<file path="src/rtl/iso_pkg.sv">
package iso_pkg;
  typedef enum logic [0:0] {
    TX_IDLE = 1'b0,
    TX_SEND = 1'b1
  } tx_state_e;

  typedef struct packed {
    logic make_fill;
    logic make_tx;
    logic wr_en;
    logic commit;
    logic is_fill;
  } bank_ctl_t;
endpackage

</file>
<file path="src/rtl/iso_bank.sv">
module iso_bank #(
  parameter  int BUF_BYTES = 64,
  parameter  int DATA_W    = 8,
  localparam int PTR_W     = $clog2(BUF_BYTES),
  localparam int CNT_W     = $clog2(BUF_BYTES + 1)
) (
  input  logic                 clk,
  input  logic                 rst_n,
  input  iso_pkg::bank_ctl_t   ctl,
  input  logic [DATA_W-1:0]    wr_data,
  input  logic [PTR_W-1:0]     rd_addr,
  output logic [DATA_W-1:0]    rd_data,
  output logic [CNT_W-1:0]     count,
  output logic                 full_drop
);
  logic [DATA_W-1:0] mem_q [BUF_BYTES];
  logic [CNT_W-1:0]  cnt_q, cnt_d;
  logic              seal_q, seal_d;
  logic              accept;
  logic              has_room;

  assign has_room  = (cnt_q < CNT_W'(BUF_BYTES));
  assign accept    = ctl.wr_en && ctl.is_fill && !seal_q && has_room &&
                     !ctl.make_fill && !ctl.make_tx;
  assign full_drop = ctl.wr_en && ctl.is_fill && !seal_q && !has_room &&
                     !ctl.make_fill && !ctl.make_tx;

  always_comb begin
    cnt_d  = cnt_q;
    seal_d = seal_q;
    if (ctl.make_fill) begin
      cnt_d  = '0;
      seal_d = 1'b0;
    end else if (ctl.make_tx) begin
      if (!seal_q) cnt_d = '0;
    end else begin
      if (accept) cnt_d = cnt_q + 1'b1;
      if (ctl.commit && ctl.is_fill) seal_d = 1'b1;
    end
  end

  always_ff @(posedge clk or negedge rst_n) begin
    if (!rst_n) begin
      cnt_q  <= '0;
      seal_q <= 1'b0;
    end else begin
      cnt_q  <= cnt_d;
      seal_q <= seal_d;
    end
  end

  always_ff @(posedge clk) begin
    if (accept) mem_q[cnt_q[PTR_W-1:0]] <= wr_data;
  end

  assign rd_data = mem_q[rd_addr];
  assign count   = cnt_q;

  // the store being sent never sees a write or a seal
  p_fill_only_r2: assert property (@(posedge clk) disable iff (!rst_n)
    (ctl.wr_en || ctl.commit) |-> ctl.is_fill);

  // count never passes capacity
  p_no_overflow_r7: assert property (@(posedge clk) disable iff (!rst_n)
    cnt_q <= CNT_W'(BUF_BYTES));

  // a store that becomes the fill store starts empty
  p_fill_empty_r4: assert property (@(posedge clk) disable iff (!rst_n)
    ctl.make_fill |=> (cnt_q == '0) && !seal_q);

  // a sealed store stops growing
  p_sealed_frozen_r9: assert property (@(posedge clk) disable iff (!rst_n)
    (seal_q && !ctl.make_fill && !ctl.make_tx) |=> $stable(cnt_q));
endmodule

</file>
<file path="src/rtl/iso_tx_stream.sv">
module iso_tx_stream #(
  parameter  int BUF_BYTES = 64,
  parameter  int DATA_W    = 8,
  localparam int PTR_W     = $clog2(BUF_BYTES),
  localparam int CNT_W     = $clog2(BUF_BYTES + 1)
) (
  input  logic               clk,
  input  logic               rst_n,
  input  logic               start,
  input  logic               abort,
  input  logic [CNT_W-1:0]   count,
  input  logic [DATA_W-1:0]  rd_data,
  output logic [PTR_W-1:0]   rd_addr,
  output logic [DATA_W-1:0]  tx_data,
  output logic               tx_valid,
  input  logic               tx_ready,
  output logic               tx_last,
  output logic               tx_zlp
);
  import iso_pkg::*;

  tx_state_e        st_q, st_d;
  logic [PTR_W-1:0] ptr_q, ptr_d;
  logic             sending;
  logic             empty;
  logic             at_end;
  logic [CNT_W-1:0] last_idx;

  assign sending  = (st_q == TX_SEND);
  assign empty    = (count == '0);
  assign last_idx = count - 1'b1;
  assign at_end   = empty || (CNT_W'(ptr_q) == last_idx);

  always_comb begin
    st_d  = st_q;
    ptr_d = ptr_q;
    unique case (st_q)
      TX_IDLE: begin
        if (start && !abort) begin
          st_d  = TX_SEND;
          ptr_d = '0;
        end
      end
      TX_SEND: begin
        if (abort) begin
          st_d  = TX_IDLE;
          ptr_d = '0;
        end else if (tx_ready) begin
          if (at_end) begin
            st_d  = TX_IDLE;
            ptr_d = '0;
          end else begin
            ptr_d = ptr_q + 1'b1;
          end
        end
      end
      default: st_d = TX_IDLE;
    endcase
  end

  always_ff @(posedge clk or negedge rst_n) begin
    if (!rst_n) begin
      st_q  <= TX_IDLE;
      ptr_q <= '0;
    end else begin
      st_q  <= st_d;
      ptr_q <= ptr_d;
    end
  end

  assign rd_addr  = ptr_q;
  assign tx_valid = sending;
  assign tx_last  = sending && at_end;
  assign tx_zlp   = sending && empty;
  assign tx_data  = (sending && !empty) ? rd_data : '0;

  // a stalled beat holds its content
  p_stall_hold_r3: assert property (@(posedge clk) disable iff (!rst_n)
    (tx_valid && !tx_ready && !abort) |=>
      (tx_valid && $stable(tx_data) && $stable(tx_last)));

  // the stream drops valid right after its last beat
  p_end_idle_r3: assert property (@(posedge clk) disable iff (!rst_n)
    (tx_valid && tx_ready && tx_last) |=> !tx_valid);

  // start-of-frame ends any stream
  p_abort_r10: assert property (@(posedge clk) disable iff (!rst_n)
    abort |=> !tx_valid);

  // a zero-length beat is the only beat of its packet
  p_zlp_single_r6: assert property (@(posedge clk) disable iff (!rst_n)
    (tx_zlp && tx_ready) |=> !tx_valid);
endmodule

</file>
<file path="src/rtl/iso_sticky.sv">
module iso_sticky (
  input  logic clk,
  input  logic rst_n,
  input  logic set,
  input  logic clr,
  output logic flag
);
  logic flag_q, flag_d;

  always_comb begin
    flag_d = flag_q;
    if (clr) flag_d = 1'b0;
    if (set) flag_d = 1'b1;
  end

  always_ff @(posedge clk or negedge rst_n) begin
    if (!rst_n) flag_q <= 1'b0;
    else        flag_q <= flag_d;
  end

  assign flag = flag_q;

  // a set event wins and the flag holds without a clear
  p_set_wins_r5_r7: assert property (@(posedge clk) disable iff (!rst_n)
    set |=> flag);
  p_hold_r5_r7: assert property (@(posedge clk) disable iff (!rst_n)
    (flag && !clr) |=> flag);
endmodule

</file>
<file path="src/rtl/iso_in_pingpong.sv">
module iso_in_pingpong #(
  parameter  int BUF_BYTES = 64,
  parameter  int DATA_W    = 8,
  localparam int PTR_W     = $clog2(BUF_BYTES),
  localparam int CNT_W     = $clog2(BUF_BYTES + 1),
  localparam int NBANK     = 2
) (
  input  logic              clk,
  input  logic              rst_n,
  input  logic [DATA_W-1:0] cpu_wdata,
  input  logic              cpu_we,
  input  logic              cpu_commit,
  input  logic              irq_clr,
  input  logic              ovf_clr,
  input  logic              sof,
  input  logic              in_token,
  output logic [DATA_W-1:0] tx_data,
  output logic              tx_valid,
  input  logic              tx_ready,
  output logic              tx_last,
  output logic              tx_zlp,
  output logic              irq,
  output logic              ovf
);
  import iso_pkg::*;

  logic              rst_s1_q, rst_s2_q;
  logic              rst_ni;
  logic              fill_sel_q, fill_sel_d;
  logic              tx_sel;
  logic [PTR_W-1:0]  rd_addr;
  logic [DATA_W-1:0] bank_rd   [NBANK];
  logic [CNT_W-1:0]  bank_cnt  [NBANK];
  logic [NBANK-1:0]  bank_drop;

  always_ff @(posedge clk or negedge rst_n) begin
    if (!rst_n) begin
      rst_s1_q <= 1'b0;
      rst_s2_q <= 1'b0;
    end else begin
      rst_s1_q <= 1'b1;
      rst_s2_q <= rst_s1_q;
    end
  end
  assign rst_ni = rst_s2_q;

  always_comb begin
    fill_sel_d = fill_sel_q;
    if (sof) fill_sel_d = ~fill_sel_q;
  end

  always_ff @(posedge clk or negedge rst_ni) begin
    if (!rst_ni) fill_sel_q <= 1'b0;
    else         fill_sel_q <= fill_sel_d;
  end

  assign tx_sel = ~fill_sel_q;

  for (genvar b = 0; b < NBANK; b++) begin : g_bank
    bank_ctl_t ctl;
    always_comb begin
      ctl.is_fill   = (fill_sel_q == 1'(b));
      ctl.make_fill = sof && !ctl.is_fill;
      ctl.make_tx   = sof && ctl.is_fill;
      ctl.wr_en     = cpu_we && !sof && ctl.is_fill;
      ctl.commit    = cpu_commit && !sof && ctl.is_fill;
    end

    iso_bank #(
      .BUF_BYTES (BUF_BYTES),
      .DATA_W    (DATA_W)
    ) u_bank (
      .clk       (clk),
      .rst_n     (rst_ni),
      .ctl       (ctl),
      .wr_data   (cpu_wdata),
      .rd_addr   (rd_addr),
      .rd_data   (bank_rd[b]),
      .count     (bank_cnt[b]),
      .full_drop (bank_drop[b])
    );
  end

  iso_tx_stream #(
    .BUF_BYTES (BUF_BYTES),
    .DATA_W    (DATA_W)
  ) u_stream (
    .clk      (clk),
    .rst_n    (rst_ni),
    .start    (in_token),
    .abort    (sof),
    .count    (bank_cnt[tx_sel]),
    .rd_data  (bank_rd[tx_sel]),
    .rd_addr  (rd_addr),
    .tx_data  (tx_data),
    .tx_valid (tx_valid),
    .tx_ready (tx_ready),
    .tx_last  (tx_last),
    .tx_zlp   (tx_zlp)
  );

  iso_sticky u_irq (
    .clk   (clk),
    .rst_n (rst_ni),
    .set   (sof),
    .clr   (irq_clr),
    .flag  (irq)
  );

  iso_sticky u_ovf (
    .clk   (clk),
    .rst_n (rst_ni),
    .set   (|bank_drop),
    .clr   (ovf_clr),
    .flag  (ovf)
  );

  // every start-of-frame flips the roles
  p_swap_r4: assert property (@(posedge clk) disable iff (!rst_ni)
    sof |=> (fill_sel_q != $past(fill_sel_q)));

  // roles hold between frames
  p_roles_hold_r4: assert property (@(posedge clk) disable iff (!rst_ni)
    !sof |=> $stable(fill_sel_q));

  // start-of-frame raises the request
  p_irq_on_sof_r5: assert property (@(posedge clk) disable iff (!rst_ni)
    sof |=> irq);

  // a token in the start-of-frame cycle starts nothing
  p_token_on_sof_r10: assert property (@(posedge clk) disable iff (!rst_ni)
    (sof && !tx_valid) |=> !tx_valid);
endmodule

</file>
<file path="config.mk">
export PLATFORM = sky130hd
export DESIGN_NAME = iso_in_pingpong
export DESIGN_NICKNAME = d
export VERILOG_FILES = /design/src/rtl/iso_pkg.sv /design/src/rtl/iso_bank.sv /design/src/rtl/iso_tx_stream.sv /design/src/rtl/iso_sticky.sv /design/src/rtl/iso_in_pingpong.sv
export SDC_FILE = /design/constraint.sdc
export NUM_CORES = 1
export LEC_CHECK = 0
export ABC_AREA = 1
export ABC_CLOCK_PERIOD_IN_PS = 2900
export BUFFER_PORTS_ARGS = -buffer_cell sky130_fd_sc_hd__buf_4
export CORE_UTILIZATION = 45
export DETAILED_ROUTE_END_ITERATION = 7
export GPL_TIMING_DRIVEN = 0
export PLACE_DENSITY = 0.65
export SETUP_SLACK_MARGIN = 0.02
export SKIP_LAST_GASP = 1
export SYNTH_ARGS = -nofsm -noshare
export SYNTH_HDL_FRONTEND = slang
export SYNTH_HIERARCHICAL = 1
export SYNTH_SLANG_ARGS = --single-unit
export TNS_END_PERCENT = 100
</file>
<file path="constraint.sdc">
create_clock -name clk -period 2.9 [get_ports clk]
set_input_delay 0.58 -clock clk [delete_from_list [all_inputs] [get_ports clk]]
set_output_delay 0.58 -clock clk [all_outputs]
set_load 0.05 [all_outputs]
</file>
# Word level (Yosys, flattened, before mapping)
# Memories as Yosys holds them, arrays and structs flattened.
# Index checks and enable logic that the tools add are counted.
# W data, S select, Z words.
# totals
regBits	28
ramBits	1024
input_bits	17
out_inout_bits	13
elab_cells	124
n_memories	2
# op_classes
n_addsub	4
magnitude_cmp	3
n_eq_ne	7
n_mux	39
bitwise_logic	3
n_reduce_logical	55
# memory_table
name	words	width	read_ports	rd_clocked_by_memory_dff	write_ports	line_no	source
g_bank[0].u_bank.mem_q	64	8	1	0	1	iso_bank.sv:16	logic [DATA_W-1:0] mem_q [BUF_BYTES];
g_bank[1].u_bank.mem_q	64	8	1	0	1	iso_bank.sv:16	
# ops
op	count
$mux W7	11
$mux W8	4
$logic_and A1 B1 Y1	31
$mux W6	4
$mux W1	18
$add A7 B1 Y7 const B	2
$lt A7 B7 Y1 const B	2
$pmux W6 S2	1
$logic_not A1 Y1	10
$reduce_and A2 Y1	5
$reduce_bool A2 Y1	4
$eq A6 B7 Y1	1
$logic_not A7 Y1	1
$sub A7 B1 Y7 const B	1
$add A6 B1 Y6 const B	1
$ne A2 B1 Y1 const B	3
$ne A3 B2 Y1 const B	2
$reduce_bool A3 Y1	2
$ne A3 B3 Y1 const B	1
$ge A2 B2 Y1 const B	1
$not A1 Y1	2
$not A1 Y2	1
$pmux W1 S2	1
$reduce_or A2 Y1	1
$logic_or A1 B1 Y1	1

# Longest topological paths before layout
# Gate-level depths: netlist of the first run.
# logic_depth
ltp_word	12
mapped_depth	16
mapped_depth_nobuf	16

# Cells and area by module
# Netlist of the first run, hierarchy kept.
# by_module_without_submodules
module	n_inst	cells_each	area_per_inst_um2	seq_area_each_um2
iso_bank	2	1853	21538.2	15574.9
iso_tx_stream	1	134	765.7	175.2
iso_in_pingpong	1	67	349.1	75.1
iso_sticky	2	5	40.0	25.0

# Worst setup path before layout of the first run
# OpenSTA, ideal clock, no wires.
# synth_timing
path_kind	register to output
from	reg fill_sel_q
to	out tx_last
arrival_ps	2250
t_required_ps	2320
setup_slack_ps	70
path_stages_with_launch	14
n_path_buf	0
path_cell_list	dfrtp_1 -> inv_2 -> nand2_1 -> nand2_1 -> inv_1 -> ha_1 -> inv_1 -> nand2_1 -> nand2_1 -> nor2_1 -> nand3_1 -> nor2_2 -> nand2_2 -> a21oi_1
# synth_between
elab_chain_cells	9
elab_cells_between_ends	10
classes_between	1 x add/sub; 1 x eq/ne; 3 x mux; 2 x bitwise; 3 x reduce/logical
# synth_lines
element	line_no	source
start, declared	iso_in_pingpong.sv:29	logic fill_sel_q, fill_sel_d;
start signal, assigned	iso_in_pingpong.sv:54	else fill_sel_q <= fill_sel_d;
$not A1 Y1 (*)	iso_in_pingpong.sv:57	assign tx_sel = ~fill_sel_q;
$not A1 Y2 (implied by the code) (*)	iso_in_pingpong.sv:92	.count (bank_cnt[tx_sel]),
$mux W7 (implied by the code) (*) (3 in a row)	iso_in_pingpong.sv:92	
$sub A7 B1 Y7	iso_tx_stream.sv:31	assign last_idx = count - 1'b1;
$eq A6 B7 Y1	iso_tx_stream.sv:32	assign at_end = empty || (CNT_W'(ptr_q) == last_idx);
$logic_or A1 B1 Y1 (*)	iso_tx_stream.sv:32	
$logic_and A1 B1 Y1 (*)	iso_tx_stream.sv:73	assign tx_last = sending && at_end;
end, declared	iso_in_pingpong.sv:20	output logic tx_last,
# Mark *: on every way between the ends. The rest lies on a longest branch, timed or not. The select of a mux whose other input is x is not followed.

==> impl_metrics.yaml, run 1 <==
outcome:
  status: "finished with violations"
  violations: "design-rule violations, negative setup slack"
clocking:
  clk_pin_slew_worst_paths_ns: 0.06
  clock_latency_ns: 0.70
  cts-root-buf: "clkbuf_16"
  numCtsBuffers: 106
  clkSinkCount: 1052
  cts_tree: "done"
  cts_buffer_depth: 3
  htree_levels: 3
yosys:
  synth_edf_count: 1024
  synth_top_family_by_area: "simple AND/OR/NAND/NOR gates"
  synth_mux_area_share_pct: 0
  ys_async_sr_fraction_pct: 2.66
  ys_types: 34
  synthSimpleGateAreaFrac_pct: 24.0
  yosysSeqAreaShare_pct: 71.0
  syn_avg_cell_area_um2: 11.3
  synth-xor-area-share_pct: 0.119
  synthFlopType: "edfxtp_1"
  ys_ff_latch: 1052
  synth_fa_ha_area_share_pct: 0.141
  syn-instance-count: 3917
  synth_compound_area_share_pct: 0.438
  synth_nets: 3939
  ys_warn_count: 6
  mappedNetlistArea_um2: 44300
layout:
  final_common_cell: "nand2_1"
  layout_common_cells: "1356 x nand2_1, 1024 x edfxtp_1, 770 x nand3_1"
  fin_nets: 4153
  stdcell_area_um2: 53900
  final.fill_count: 7952
  drive_gt1_share_pct: 20.3
  area.growth.synth_to_final_pct: 21.8
  fin_util_pct: 55.5
  final_cells: 5497
  multi_input_area_um2: 13100
  seq_area_um2: 31500
worst_setup_path:
  cp_slowest_cell: "dfrtp_2"
  cp_common_cell: "nand2_1"
  crit_buf_inv: 4
  cp.depth: 13
  crit_arrival_ns: 3.15
  cp_max_fo: 10
  r2r-start: "fill_sel_q"
  reg2reg_slack_ns: -0.09
  start_kind: "register"
  worstSetupStartpoint: "u_stream/rd_addr[2]"
  r2r_end: "g_bank[1].u_bank/mem_q[15][1]"
  endpoint: "tx_data[6]"
  max_stage_delay_ns: 0.51
  critPathTopFamily: "simple AND/OR/NAND/NOR gates"
  cp_cell_sequence: "inv_2, clkbuf_4, nand3_2, nand2_1, nand2_1, nand3_1, nand3_1, nand2_2, nand2_2, nand2_1, inv_1, nor2_4, buf_8"
  critical_path_class: "register to output pin"
  required_ns: 2.32
  endpoint_kind: "output pin"
  reg2reg_depth: 9
global_route:
  grt_overflow: 0
  grtUsageMet2_pct: 44.4
  grt.total_usage_pct: 26.9
  grt_pass1_wl_mm: 194
  antenna_found_initial: 3
  use_met1_pct: 35.7
  first_global_vias: 29100
  grt_max_degree: 129
  grt.busiest_layer: "met2"
  use_met3_pct: 4.33
route:
  post_drt_wl_per_cell_um: 24.9
  drt-vias-per-instance: 5.69
  vias: 31300
  drt-pass1-iter-count: 8
  drtIter0Drc: 3775
  finalWirelength_mm: 137
  route.antenna.remaining_nets: 0
  drc: 2
floorplanning:
  ios: 30
  fp.dieW_um: 316
  coreArea_um2: 97100
  dieHeight_um: 316
  initial_core_util_pct: 45.6
  die_area_um2: 99600
  std_cell_rows: 114
sta:
  drv_slew: 0
  setup_tns_ns: -8.35
  worst_slack_ns: -0.834
  worstMarginPinSlew_ns: 1.13
  setup_violations: 55
  hold_viol: 0
  min_period_ns: 3.73
  fin_skew_ns: 0.0221
  period_share_pct: 129
  rsz0062_at_grt: "yes"
  fmax_ghz: 0.268
  holdWs_ns: 0.116
  relSlewSlack_pct: 24.7
power_and_ir_drop:
  leakagePower_nw: 19.5
  power.density_nw_per_um2: 590
  ir_worst_vdd_mv: 0.639
  power_mw: 31.8
place:
  port_buffers: 29
  dp.cells: 5230
  place_ws_ns: -0.944
  dpl-instance-area_um2: 46300
  gp_congestion: 0.940
  post-dp-hpwl_mm: 89.3
hold_path:
  hp-class: "input port to register"
job:
  maxCapViolations: 0
## logic make-up after synthesis
| kind of cell | Yosys count |
|---|---|
| and+or+nand+nor | 2512 |
| DFF | 1052 |
| buffers and inverters | 309 |
| AOI/OAI and AO/OA | 32 |
| xor gates and xnor gates | 6 |
| adders and majority gates | 5 |
| other | 1 |
## timing repair
item	CTS	global route
endpoints found under the setup margin	1018	884
endpoints found under the hold margin	2	0
gates resized for setup	561	243
buffers inserted	10	43
hold buffers	1	0
pin swaps	48	89
gates cloned	7	11
## how the worst min path moves through the flow
| stage | from | end | slack, ns | cells after the start |
|---|---|---|---|---|
| 6_report | ovf_clr | u_ovf/flag | 0.12 | 4 |
| 3_5_place_dp | rst_s1_q | rst_ni | 0.34 | 0 |
| 2_1_floorplan | rst_n | rst_ni | 0.28 | 0 |
| 5_1_grt | ovf_clr | u_ovf/flag | 0.11 | 4 |
| 3_3_place_gp | rst_s1_q | rst_ni | 0.34 | 0 |
| 4_1_cts | ovf_clr | u_ovf/flag | 0.1 | 4 |
## synthesized netlist by cell type (2+ instances only)
| cell type | n | area (µm²) |
|---|---|---|
| a21oi_1 | 5 | 25.0 |
| nand2_1 | 1422 | 5340 |
| dfrtp_1 | 28 | 701 |
| buf_2 | 100 | 500 |
| buf_4 | 40 | 300 |
| o21bai_1 | 2 | 15.0 |
| o22ai_2 | 2 | 25.0 |
| buf_6 | 48 | 541 |
| edfxtp_1 | 1024 | 30700 |
| inv_2 | 6 | 22.5 |
| inv_1 | 74 | 278 |
| clkbuf_1 | 22 | 82.6 |
| buf_1 | 12 | 45.0 |
| nor2_2 | 12 | 75.1 |
| buf_8 | 4 | 60.1 |
| nand3_2 | 2 | 20.0 |
| o21ai_0 | 16 | 80.1 |
| nand3_1 | 904 | 4520 |
| o22ai_1 | 3 | 18.8 |
| nor3_1 | 7 | 35.0 |
| o2111ai_1 | 2 | 17.5 |
| nand2_2 | 3 | 18.8 |
| xor2_1 | 6 | 52.6 |
| ha_1 | 5 | 62.6 |
| nor2_1 | 155 | 582 |
| inv_4 | 2 | 12.5 |
| nand4_1 | 4 | 25.0 |
## layer usage
metal  up-vias  share of wire, %
met4         2               4.6
li1      14100                 -
met3       330               9.0
met2      1597                48
met1     15300                39
met5         -            0.0095
## flip-flops by register name, indices dropped and copies added, names as in the netlist
register / cells
g_bank.u_bank/mem_q: 1024
g_bank.u_bank/count: 14
u_stream/rd_addr: 6
g_bank.u_bank/seal_q: 2
fill_sel_q: 1
rst_ni: 1
rst_s1_q: 1
u_irq/flag: 1
u_ovf/flag: 1
u_stream/tx_valid: 1
## layout make-up
| type | count | share of cell area [%] |
|---|---|---|
| flip-flops and latches | 1052 | 58.3 |
| well taps | 1276 | 2.96 |
| multi-input cells | 2556 | 24.2 |
| clock buffers | 129 | 5.16 |
| diodes | 2 | 0.00928 |
| inverters | 82 | 0.687 |
| plain buffers | 224 | 4.19 |
| clock inverters | 67 | 1.17 |
| repair buffers | 109 | 3.26 |
## power breakdown
part           internal (mW)  switching, mW
registers               16.7         0.0284
logic                  0.488           1.06
clock network           7.72           5.84
## worst min-delay path, cell delays in order
cell and delay [ns]:
buf_4 0.07, inv_1 0.03, nand2_1 0.04, nand2_1 0.04
Power figures use the tool's default switching activity.
==> run 2, diff against run 1 <==
ABC_CLOCK_PERIOD_IN_PS = 4600   (was 2900)
clock period = 4.6 ns   (was 2.9 ns; I/O delays follow)
==> impl_metrics.yaml, run 2 (synthesized netlist as in run 1, its figures left out) <==
worst_setup_path:
  cp_cell_sequence: "buf_6, buf_4, buf_4, nand2_1, nand3_1, nand3_1, nand2_1, nand2_1, nand3_1, nand3_1, nand2_1, nand2_1, nand2_1, inv_1, nor2_1, buf_4"
  cp_max_fo: 10
  reg2reg_slack_ns: 1.08
  critPathTopFamily: "simple AND/OR/NAND/NOR gates"
  endpoint_kind: "output pin"
  critical_path_class: "register to output pin"
  crit_arrival_ns: 3.66
  crit_buf_inv: 5
  r2r-start: "fill_sel_q"
  required_ns: 3.68
  cp_common_cell: "nand2_1"
  reg2reg_depth: 9
  r2r_end: "g_bank[0].u_bank/mem_q[24][7]"
  start_kind: "register"
  cp_slowest_cell: "dfrtp_2"
  max_stage_delay_ns: 0.46
  cp.depth: 16
layout:
  area.growth.synth_to_final_pct: 12.5
  n_antenna_cell: 0
  layout_common_cells: "1422 x nand2_1, 1024 x edfxtp_1, 904 x nand3_1"
  fin_nets: 4086
  largest_reg_flops: 1024
  final_cells: 5428
  drive_gt1_share_pct: 10.6
  final_common_cell: "nand2_1"
power_and_ir_drop:
  power.density_nw_per_um2: 399
  ir_worst_vdd_mv: 0.380
  leakagePower_nw: 18.2
sta:
  worst_slack_ns: 0.0228
  period_share_pct: 99.5
  min_period_ns: 4.58
  hold_viol: 0
  fin_skew_ns: 0.0228
  holdWs_ns: 0.365
  setup_violations: 0
  relSlewSlack_pct: 25.3
  rsz0062_at_grt: "yes"
  worstMarginPinSlew_ns: 1.12
  fmax_ghz: 0.218
  drv_slew: 0
hold_path:
  hp-class: "register to register"
  hold_depth: 0
  hp-start: "rst_s1_q"
  holdPathEnd: "rst_ni"
clocking:
  numCtsBuffers: 106
  clk_pin_slew_worst_paths_ns: 0.06
  clkSinkCount: 1052
  htree_levels: 3
  cts_tree: "done"
  clock_latency_ns: 0.69
  cts-root-buf: "clkbuf_16"
  cts_buffer_depth: 3
route:
  wl_met1_mm: 52.7
  post_drt_wl_per_cell_um: 24.3
  wl_met3_mm: 10.8
  dr.max_layer_used: "met5"
  drt-pass1-iter-count: 8
  dr_wl_met2_mm: 62.9
  drc: 1
  drt-vias-per-instance: 5.63
  finalWirelength_mm: 132
  vias: 30500
  drtIter0Drc: 3477
  route.antenna.remaining_nets: 0
place:
  gp_congestion: 0.940
  dp.cells: 5230
  port_buffers: 29
  post-dp-hpwl_mm: 89.3
  place_ws_ns: 0.416
floorplanning:
  std_cell_rows: 114
  initial_core_util_pct: 45.6
  coreArea_um2: 97100
  die_area_um2: 99600
  dieHeight_um: 316
  ios: 30
  fp.dieW_um: 316
outcome:
  status: "finished with violations"
  violations: "design-rule violations"
global_route:
  first_global_vias: 28700
  grt.total_usage_pct: 26.4
  grt_max_degree: 129
  antenna_found_initial: 2
  grt_overflow: 0
  grt_pass1_wl_mm: 191
job:
  maxCapViolations: 0
run 2: power by group:
part	switching, mW	internal [mW]
clock network	3.67	4.87
logic	0.599	0.208
registers	0.0157	10.5
total	4.28	15.6
run 2: repair_timing:
item,CTS,global route
gates resized for setup,13,10
setup buffers,0,0
hold buffers,1,0
pin swaps,0,0
hold endpoints to repair,2,0
cloned,0,0
endpoints found under the setup margin,8,8
run 2: stage by stage:
stage	instance area [µm²]	utilization, %	setup TNS (ns)	power (mW)
after global routing	49800	51.3	-0.00959	20.4
after global placement	46100	47.4	0	11.5
after CTS	49800	51.2	-0.0124	20.0
final	49800	51.3	0	19.9
after floorplan	44300	-	0	11.1
after detailed placement	46300	47.7	0	11.5
run 2: per-layer routing:
layer / global-route usage [%] / up-vias
met4: 10.7 / 2
met5: 0 / -
li1: - / 13900
met2: 43.2 / 1451
met1: 35.4 / 14900
met3: 4.13 / 277
run 2: layout make-up:
class	count	area (µm²)
repair buffers	39	505
inverters	82	313
clock inverters	67	628
multi-input cells	2556	11000
well taps	1276	1600
flip-flops and latches	1052	31500
plain buffers	227	1570
clock buffers	129	2780
fillers	8441	47300
run 2: worst max path at each step:
stage,from,to
global placement,u_stream/rd_addr[2],tx_data[2]
global route,u_stream/rd_addr[4],tx_data[5]
floorplan,fill_sel_q,tx_last
finish,u_stream/rd_addr[0],tx_data[7]
CTS,u_stream/rd_addr[0],tx_data[2]
detailed placement,u_stream/rd_addr[2],tx_data[1]
